**src/rtl/irq_hub_pkg.sv**
```systemverilog
package irq_hub_pkg;
  localparam int IDX_W = 16;

  typedef enum logic [2:0] {
    RD_NONE,
    RD_PRIO,
    RD_PEND,
    RD_EN,
    RD_THR,
    RD_CLAIM,
    RD_SW
  } rdSel_e;

  typedef struct packed {
    logic             prioWr;
    logic             enWr;
    logic             thrWr;
    logic             swWr;
    logic             claim;
    logic             complete;
    rdSel_e           rdSel;
    logic [IDX_W-1:0] idx;
  } strobe_t;
endpackage

```
**src/rtl/irq_hub_ctrl.sv**
```systemverilog
module irq_hub_ctrl
  import irq_hub_pkg::*;
#(
  parameter int SRC_COUNT = 32,
  parameter int ADDR_W    = 32,
  parameter int DATA_W    = 32
) (
  input  logic [ADDR_W-1:0] busAddr,
  input  logic              busWe,
  input  logic              busRe,
  output strobe_t           strobe
);
  localparam int WORDS = (SRC_COUNT + DATA_W - 1) / DATA_W;
  localparam logic [ADDR_W-1:0] PRIO_END   = ADDR_W'(4 * SRC_COUNT);
  localparam logic [ADDR_W-1:0] PEND_BASE  = ADDR_W'('h1000);
  localparam logic [ADDR_W-1:0] EN_BASE    = ADDR_W'('h2000);
  localparam logic [ADDR_W-1:0] THR_ADDR   = ADDR_W'('h200000);
  localparam logic [ADDR_W-1:0] CLAIM_ADDR = ADDR_W'('h200004);
  localparam logic [ADDR_W-1:0] SW_ADDR    = ADDR_W'('h4000000);
  localparam logic [ADDR_W-1:0] SPAN       = ADDR_W'(4 * WORDS);

  rdSel_e           sel;
  logic [ADDR_W-1:0] offset;
  logic             aligned;

  always_comb begin
    sel     = RD_NONE;
    offset  = '0;
    aligned = (busAddr[1:0] == 2'b00);
    if (aligned) begin
      if (busAddr < PRIO_END) begin
        sel    = RD_PRIO;
        offset = busAddr;
      end else if (busAddr >= PEND_BASE && busAddr < PEND_BASE + SPAN) begin
        sel    = RD_PEND;
        offset = busAddr - PEND_BASE;
      end else if (busAddr >= EN_BASE && busAddr < EN_BASE + SPAN) begin
        sel    = RD_EN;
        offset = busAddr - EN_BASE;
      end else if (busAddr == THR_ADDR) begin
        sel = RD_THR;
      end else if (busAddr == CLAIM_ADDR) begin
        sel = RD_CLAIM;
      end else if (busAddr == SW_ADDR) begin
        sel = RD_SW;
      end
    end
  end

  always_comb begin
    strobe.rdSel    = sel;
    strobe.idx      = IDX_W'(offset >> 2);
    strobe.prioWr   = busWe && (sel == RD_PRIO);
    strobe.enWr     = busWe && (sel == RD_EN);
    strobe.thrWr    = busWe && (sel == RD_THR);
    strobe.swWr     = busWe && (sel == RD_SW);
    strobe.complete = busWe && (sel == RD_CLAIM);
    strobe.claim    = busRe && (sel == RD_CLAIM);
  end
endmodule

```
**src/rtl/irq_hub_dp.sv**
```systemverilog
module irq_hub_dp
  import irq_hub_pkg::*;
#(
  parameter int SRC_COUNT = 32,
  parameter int PRIO_W    = 3,
  parameter int DATA_W    = 32,
  parameter int ID_W      = $clog2(SRC_COUNT)
) (
  input  logic                 clk,
  input  logic                 rstN,
  input  logic [SRC_COUNT-1:0] srcLevel,
  input  logic [DATA_W-1:0]    wdata,
  input  strobe_t              strobe,
  output logic [DATA_W-1:0]    rdata,
  output logic                 irqReq,
  output logic [ID_W-1:0]      irqId,
  output logic                 swIrq,
  output logic [SRC_COUNT-1:0] pendVec,
  output logic [SRC_COUNT-1:0] servVec
);
  localparam int SEL_W = $clog2(SRC_COUNT);

  logic [PRIO_W-1:0]    prio [SRC_COUNT];
  logic [SRC_COUNT-1:0] enable;
  logic [PRIO_W-1:0]    thresh;
  logic [SRC_COUNT-1:0] pend, serv, pendNext, servNext;
  logic                 found;
  logic [ID_W-1:0]      bestId;
  logic [PRIO_W-1:0]    bestPrio;

  // Arbitration: scan downward so an equal priority at a lower ID replaces the holder.
  always_comb begin
    found    = 1'b0;
    bestId   = '0;
    bestPrio = '0;
    for (int i = SRC_COUNT - 1; i >= 1; i--) begin
      if (pend[i] && enable[i] && (prio[i] > thresh) && (!found || prio[i] >= bestPrio)) begin
        found    = 1'b1;
        bestId   = ID_W'(i);
        bestPrio = prio[i];
      end
    end
  end

  assign irqReq = found;
  assign irqId  = bestId;

  // Gateway: pending/in-service next state per source.
  always_comb begin
    pendNext = pend;
    servNext = serv;
    for (int i = 0; i < SRC_COUNT; i++) begin
      if (strobe.complete && serv[i] && (wdata == DATA_W'(i))) servNext[i] = 1'b0;
      if (strobe.claim && found && (bestId == ID_W'(i))) begin
        pendNext[i] = 1'b0;
        servNext[i] = 1'b1;
      end else if ((i != 0) && srcLevel[i] && !serv[i]) begin
        pendNext[i] = 1'b1;
      end
    end
  end

  always_ff @(posedge clk or negedge rstN) begin
    if (!rstN) begin
      pend   <= '0;
      serv   <= '0;
      enable <= '0;
      thresh <= '0;
      swIrq  <= 1'b0;
      for (int i = 0; i < SRC_COUNT; i++) prio[i] <= '0;
    end else begin
      pend <= pendNext;
      serv <= servNext;
      if (strobe.thrWr) thresh <= wdata[PRIO_W-1:0];
      if (strobe.swWr) swIrq <= wdata[0];
      if (strobe.prioWr) prio[strobe.idx[SEL_W-1:0]] <= wdata[PRIO_W-1:0];
      for (int i = 0; i < SRC_COUNT; i++) begin
        if (strobe.enWr && (i / DATA_W == int'(strobe.idx))) enable[i] <= wdata[i % DATA_W];
      end
    end
  end

  always_comb begin
    rdata = '0;
    case (strobe.rdSel)
      RD_PRIO:  rdata = DATA_W'(prio[strobe.idx[SEL_W-1:0]]);
      RD_PEND, RD_EN: begin
        for (int b = 0; b < DATA_W; b++) begin
          if (int'(strobe.idx) * DATA_W + b < SRC_COUNT)
            rdata[b] = (strobe.rdSel == RD_PEND) ? pend[int'(strobe.idx) * DATA_W + b]
                                                 : enable[int'(strobe.idx) * DATA_W + b];
        end
      end
      RD_THR:   rdata = DATA_W'(thresh);
      RD_CLAIM: rdata = DATA_W'(bestId);
      RD_SW:    rdata = DATA_W'(swIrq);
      default:  rdata = '0;
    endcase
  end

  assign pendVec = pend;
  assign servVec = serv;
endmodule

```
**src/rtl/irq_hub.sv**
```systemverilog
module irq_hub
  import irq_hub_pkg::*;
#(
  parameter int SRC_COUNT = 32,
  parameter int PRIO_W    = 3,
  parameter int ADDR_W    = 32,
  parameter int DATA_W    = 32,
  localparam int ID_W     = $clog2(SRC_COUNT)
) (
  input  logic                 clk,
  input  logic                 rstN,
  input  logic [SRC_COUNT-1:0] srcLevel,
  input  logic [ADDR_W-1:0]    busAddr,
  input  logic [DATA_W-1:0]    busWdata,
  input  logic                 busWe,
  input  logic                 busRe,
  output logic [DATA_W-1:0]    busRdata,
  output logic                 irqReq,
  output logic [ID_W-1:0]      irqId,
  output logic                 swIrq
);
  strobe_t              strobe;
  logic [SRC_COUNT-1:0] pendVec;
  logic [SRC_COUNT-1:0] servVec;

  irq_hub_ctrl #(
    .SRC_COUNT(SRC_COUNT), .ADDR_W(ADDR_W), .DATA_W(DATA_W)
  ) i_ctrl (
    .busAddr(busAddr), .busWe(busWe), .busRe(busRe), .strobe(strobe)
  );

  irq_hub_dp #(
    .SRC_COUNT(SRC_COUNT), .PRIO_W(PRIO_W), .DATA_W(DATA_W), .ID_W(ID_W)
  ) i_dp (
    .clk(clk), .rstN(rstN), .srcLevel(srcLevel), .wdata(busWdata),
    .strobe(strobe), .rdata(busRdata), .irqReq(irqReq), .irqId(irqId),
    .swIrq(swIrq), .pendVec(pendVec), .servVec(servVec)
  );
endmodule

```
**config.mk**
```make
export PLATFORM = sky130hd
export DESIGN_NAME = irq_hub
export DESIGN_NICKNAME = d
export VERILOG_FILES = /design/src/rtl/irq_hub_pkg.sv /design/src/rtl/irq_hub_ctrl.sv /design/src/rtl/irq_hub_dp.sv /design/src/rtl/irq_hub.sv
export SDC_FILE = /design/constraint.sdc
export NUM_CORES = 1
export LEC_CHECK = 0
export ABC_AREA = 1
export CELL_PAD_IN_SITES_DETAIL_PLACEMENT = 2
export CELL_PAD_IN_SITES_GLOBAL_PLACEMENT = 2
export CORE_UTILIZATION = 34
export DETAILED_ROUTE_END_ITERATION = 10
export DONT_BUFFER_PORTS = 1
export GPL_ROUTABILITY_DRIVEN = 0
export GPL_TIMING_DRIVEN = 0
export PLACE_DENSITY_LB_ADDON = 0.2
export SLEW_MARGIN = 20
export SYNTH_ARGS = -nofsm -noshare
export SYNTH_HDL_FRONTEND = slang
export SYNTH_SLANG_ARGS = --single-unit
```
**constraint.sdc**
```tcl
create_clock -name clk -period 35.7 [get_ports clk]
set_clock_uncertainty 0.2 [all_clocks]
set_input_delay 5.355 -clock clk [delete_from_list [all_inputs] [get_ports clk]]
set_output_delay 5.355 -clock clk [all_outputs]
set_load 0.05 [all_outputs]
```
Word level (Yosys, flattened, before mapping)
Cells that the tools add are included.
Storage, ports and cells
  flip-flop bits (word level): 194
  latch bits: 0
  memory bits (writable): 0
  bits in read-only memories: 0
  bits of input ports: 100
  output and inout port bits: 39
  logic and storage cells: 1203
  memories: 0
Operators by class
  add/subtract/negate cells: 33
  $mul: 0
  div/mod/pow operators: 0
  order comparisons: 132
  eq/ne operators: 71
  shift operators: 0
  mux-type cells: 486
  bitwise operators: 1
  reduce and logical (&&, ||, !) cells: 383
Operators by type and width (number)
  $lt A32 B7 Y1 const B: 62
  $eq A32 B5 Y1 const B: 16
  $add A21 B5 Y22 const B: 16
  $mux W1: 345
  $bmux W1 S5: 62
  $eq A32 B4 Y1 const B: 8
  $logic_and A1 B1 Y1: 227
  $add A21 B4 Y22 const B: 8
  $pmux W32 S5: 1
  $mux W5: 31
  $eq A32 B3 Y1 const B: 4
  $reduce_bool A2 Y1: 62
  $mux W3: 40
  $bwmux W96: 1
  $gt A3 B3 Y1: 31
  $ge A3 B3 Y1: 30
  $add A21 B3 Y22 const B: 4
  $eq A5 B5 Y1 const B: 16
  $mux W18: 4
  $eq A32 B2 Y1 const B: 2
  $eq A32 B22 Y1 const B: 2
  $logic_not A1 Y1: 61
  $add A21 B2 Y22 const B: 2
  $lt A21 B6 Y1 const B: 2
  other kinds (26): 69

Longest topological paths before layout
  depth after elaboration: 126
  depth in mapped cells: 307
  depth with buffers taken out: 305

Cells and area by module
From an unflattened synthesis, not the netlist that was laid out.
Unflattened totals
  cells, all modules: 2228
  area, all modules: 16165.5 sq um
Modules (own cells, without submodules)
  irq_hub_dp: instances 1, cells each 2045, area each 15240.9 sq um
  irq_hub_ctrl: instances 1, cells each 183, area each 924.6 sq um

Worst setup path after synthesis
Ideal clock, no wire load.
  path type: reg2out
  start: reg i_dp.thresh[2]
  end: out busRdata[1]
  arrival: 30321 ps
  data required time: 30145 ps
  path slack: -176 ps
  stages on the path, launching flop included: 295
  path buffers: 2
  cell sequence: dfrtp_1 inv_1 ha_1 nand3_1 nand2_1 nor2_1 nand2_1 ha_1 and3_1 nor2_1 nand2_1 nand2_1 inv_1 o21ai_0 inv_1 ha_1 a21oi_1 o21ai_0 (+259 left out) nand2_1 o21ai_0 ha_1 o21ai_0 nand2_1 a21oi_1 nand2_4 nand2_8 buf_4 o21ai_0 ha_1 o21ai_0 nand2_1 a21oi_1 nand2_1 nand2_4 nand2_2 o21ai_0
On the way
  word-level cells in the longest chain between the ends: 124
  elaborated cells on any way between the ends: 274
  those cells by class: order compare (61); mux (92); reduce/logical (121)
RTL lines
  start, declared: line irq_hub_dp.sv:25  | logic [PRIO_W-1:0] thresh;
  start signal, assigned: line irq_hub_dp.sv:74  | if (strobe.thrWr) thresh <= wdata[PRIO_W-1:0];
  $gt A3 B3 Y1: line irq_hub_dp.sv:37  | if (pend[i] && enable[i] && (prio[i] > thresh) && (!found || prio[i] >= bestPrio)) begin
  $logic_and A1 B1 Y1: line irq_hub_dp.sv:37
  $mux W3 / $mux W1 (equally long branches): line irq_hub_dp.sv:37
  $ge A3 B3 Y1 / $logic_not A1 Y1 (equally long branches): line irq_hub_dp.sv:37
  $logic_or A1 B1 Y1: line irq_hub_dp.sv:37
  $logic_and A1 B1 Y1: line irq_hub_dp.sv:37
  $mux W3 / $mux W1 (equally long branches): line irq_hub_dp.sv:37
  $ge A3 B3 Y1 / $logic_not A1 Y1 (equally long branches): line irq_hub_dp.sv:37
  (+108 left out)
  $logic_or A1 B1 Y1: line irq_hub_dp.sv:37
  $logic_and A1 B1 Y1: line irq_hub_dp.sv:37
  $mux W3 / $mux W1 (equally long branches): line irq_hub_dp.sv:37
  $ge A3 B3 Y1 / $logic_not A1 Y1 (equally long branches): line irq_hub_dp.sv:37
  $logic_or A1 B1 Y1: line irq_hub_dp.sv:37
  $logic_and A1 B1 Y1: line irq_hub_dp.sv:37
  $mux W5 *: line irq_hub_dp.sv:37
  $pmux W32 S5 *: line irq_hub_dp.sv:85  | case (strobe.rdSel)
  end, declared: line irq_hub.sv:17  | output logic [DATA_W-1:0] busRdata,
Mark *: on every way between the ends. The rest lies on a longest branch, timed or not.

Final worst setup path
  start: reg i_dp.prio[0] in the netlist's numbering
  end: out busRdata[1]
On the way
  word-level cells in the longest chain between the ends: 124
  elaborated cells on any way between the ends: 214
  those cells by class: order compare (31); mux (92); reduce/logical (91)
RTL lines
  start, declared: line irq_hub_dp.sv:23  | logic [PRIO_W-1:0] prio [SRC_COUNT];
  start signal, assigned by index: line irq_hub_dp.sv:76  | if (strobe.prioWr) prio[strobe.idx[SEL_W-1:0]] <= wdata[PRIO_W-1:0];
  $gt A3 B3 Y1: line irq_hub_dp.sv:37
  $logic_and A1 B1 Y1: line irq_hub_dp.sv:37
  $mux W3 / $mux W1 (equally long branches): line irq_hub_dp.sv:37
  $ge A3 B3 Y1 / $logic_not A1 Y1 (equally long branches): line irq_hub_dp.sv:37
  $logic_or A1 B1 Y1: line irq_hub_dp.sv:37
  $logic_and A1 B1 Y1: line irq_hub_dp.sv:37
  $mux W3 / $mux W1 (equally long branches): line irq_hub_dp.sv:37
  $ge A3 B3 Y1 / $logic_not A1 Y1 (equally long branches): line irq_hub_dp.sv:37
  (+108 left out)
  $logic_or A1 B1 Y1: line irq_hub_dp.sv:37
  $logic_and A1 B1 Y1: line irq_hub_dp.sv:37
  $mux W3 / $mux W1 (equally long branches): line irq_hub_dp.sv:37
  $ge A3 B3 Y1 / $logic_not A1 Y1 (equally long branches): line irq_hub_dp.sv:37
  $logic_or A1 B1 Y1: line irq_hub_dp.sv:37
  $logic_and A1 B1 Y1: line irq_hub_dp.sv:37
  $mux W5 *: line irq_hub_dp.sv:37
  $pmux W32 S5 *: line irq_hub_dp.sv:85
Marks and branches as above.

==> impl_metrics.tcl <==
set metrics [dict create \
    status "finished, violations left" \
    violations "setup timing" \
    crit_required_ns 30.14 \
    path_max_fanout 7 \
    grt_first_pass_wirelength_um 114000 \
    crit_type "reg -> out" \
    multi_input_area_mm2 0.0111 \
    std_cell_rows 78 \
    placed_cells 2750 \
    end_kind "primary output" \
    tightest_slew_ns 1.24 \
    cts-buffers-inserted 17 \
    dp_hpwl_um 53300 \
    final_common_cell "nand2_1" \
    yosysTopAreaCell "dfrtp_1" \
    async_flop_share_pct 100 \
    avgSynthCellArea_um2 7.31 \
    clockBufferDepth 2 \
    cp_slowest_cell "dfrtp_1" \
    startpoint_type "flop" \
    hold_viol 0 \
    ir_drop_mv 0.0346 \
    grt.overflow.total 0 \
    final_area_mm2 0.0204 \
    fin_crit_sh_pct 105 \
    fmax_mhz 26.8 \
    p_leak_nw 9.35 \
    worstPathBufferInverterCount 45 \
    final_cell_mix "384 x nand2_1, 231 x inv_1, 204 x buf_4" \
    viasPerCell 5.93 \
    dominantRegCellSynth "dfrtp_1" \
    finalCriticalPeriod_ns 37.36 \
    synth-seq-cells 194 \
    antenna_found_initial 5 \
    die-area_mm2 0.0470 \
    ctsHoldBuffers 0 \
    die_h_um 217 \
    vias 17790 \
    finalNetCount 2652 \
    synth_edf_count 0 \
    synth_area_leaders "dfrtp_1 31%, ha_1 13%, nand2_1 12%" \
    drive_gt1_share_pct 29.9 \
    syn_area_mm2 0.0157 \
    clock-sinks 194 \
    port_buffers 0 \
    regArea_mm2 0.00486 \
    fin_cells 2999 \
    cp.arrival_ns 31.80 \
    clock_latency_ns 0.48 \
    clock_tree.root_cell "clkbuf_16" \
    syn2layout_area_growth_pct 30.1 \
    io_pins 139 \
    placed_area_mm2 0.0165 \
    power_density_mw_per_mm2 21.7 \
    initial_core_util_pct 34.5 \
    h-tree-depth 4 \
    cts_tree "yes" \
    ys_warn_count 0 \
    drtAntennaViolNets 0 \
    die-width_um 217 \
    synth.top_cell.area_share_pct 30.9 \
    grt_max_degree 195 \
    drc 0 \
    drtIter0Drc 1159 \
    worst_slack_ns -1.66 \
    track_usage_pct 31.8 \
    cp_slowest_stage_delay_ns 0.50 \
    rsz0062_at_grt "yes" \
    final-max-slew-violation-count 0 \
    crit_top_cell "nand2_2" \
    ys_seq_area_share_pct 30.9 \
    coreArea_mm2 0.0455 \
    grt_pass1_vias 18919 \
    crit_family "simple AND/OR/NAND/NOR gates" \
    setup_violations 10 \
    cap_violations 0 \
    synth_cells 2147 \
    wire_per_inst_um 28.4 \
    yosysUniqueCellTypes 62 \
    clk_pin_slew_worst_paths_ns 0.09 \
    hp-class "reg -> reg" \
    fill_cells 5150 \
    drt-total-wl_um 85300 \
    syn-num-nets 2414 \
    slew_headroom_pct 17.0 \
    first_pass_iters 5 \
]
## cells in the mapped netlist (16+ instances only)
cell	count
nand2_1	491
inv_1	264
o21ai_0	232
dfrtp_1	194
ha_1	167
nor2_1	149
a21oi_1	87
nand3_1	83
nand2_2	74
o22ai_1	68
clkbuf_1	30
a211oi_1	29
nor3_1	28
a311oi_1	27
inv_2	24
nor2_2	20
o21ai_1	17
o31ai_1	17
nand4_1	16
## sequential cells by signal, summed over array words and instances, names as in the netlist
| name | flops |
|---|---|
| i_dp.swIrq | 1 |
| i_dp.prio | 96 |
| i_dp.pendVec | 31 |
| i_dp.thresh | 3 |
| i_dp.servVec | 31 |
| i_dp.enable | 32 |
## worst min-delay path: stages, from the launching register on
cell and delay, ns:
dfrtp_1 0.35, nand2_1 0.05, o21ai_0 0.06
## power by group
group | internal [mW] | total, mW | leakage, nW | switching, mW
clock network | 0.108 | 0.215 | 0.301 | 0.107
registers | 0.219 | 0.219 | 2.54 | 0.0000000573
logic | 0.00153 | 0.00916 | 6.51 | 0.00762
total | 0.329 | 0.443 | 9.35 | 0.114
## kinds of logic after synthesis
family	after synthesis	synth area share, %
flops	194	30.9
buf+inv	339	8.57
mux	10	0.717
fa+ha+maj	167	13.3
compound gates	523	19.7
simple gates	914	26.8
## final cells by class
class / count / area share [%]
diodes: 1 / 0.0122
plain buffers: 39 / 1.11
clock buffers: 18 / 2.15
clock inverters: 14 / 0.796
inverters: 300 / 5.74
multi-input cells: 1614 / 54.2
flip-flops and latches: 194 / 23.8
well taps: 600 / 3.67
repair buffers: 219 / 8.49
## routing by layer
metal / share of wire [%] / wire length (um) / global-route usage [%]
met1: 39 / 33200 / 37.6
met2: 50 / 42300 / 56.2
met3: 6.2 / 5250 / 6.83
met4: 5.2 / 4450 / 11.9
met5: 0.027 / 23 / 0
## path summary, 6_finish.rpt
check / from / end / slack (ns) / cells past startpoint
worst max-delay path: i_dp.prio[0]$_DFFE_PN0P_ / busRdata[1] / -1.66 / 284
worst max register to register: i_dp.prio[0]$_DFFE_PN0P_ / i_dp.pendVec[16]$_DFFE_PN0P_ / 3.46 / 289
worst min register to register: i_dp.prio[48]$_DFFE_PN0P_ / i_dp.prio[48]$_DFFE_PN0P_ / 0.29 / 2
max in group asynchronous: rstN / i_dp.thresh[0]$_DFFE_PN0P_ / 30.53 / 0
min in group asynchronous: rstN / i_dp.servVec[21]$_DFFE_PN0P_ / 4.37 / 0
worst min-delay path: i_dp.prio[48]$_DFFE_PN0P_ / i_dp.prio[48]$_DFFE_PN0P_ / 0.29 / 2
## per-stage QoR
step                worst slack [ns]  utilization [%]  setup TNS, ns  total power [mW]  hold WS (ns)
floorplan                     0.0362                -              0             0.229         0.253
global placement               -4.93             36.2         -47.28             0.233         0.266
detailed placement             -6.21             36.4         -98.74             0.233         0.276
CTS                           -0.298             42.1          -2.41             0.438         0.295
global route                   -3.34             44.9         -33.67             0.451         0.332
finish                         -1.66             44.9         -15.93             0.443         0.293
## timing repair
item                       4_1_cts  5_1_grt
setup endpoints to repair       73       11
gates resized for setup        257      221
pin swaps                      182      201
setup buffers                  168       54
Note: power is estimated with default switching activity, not from simulation.
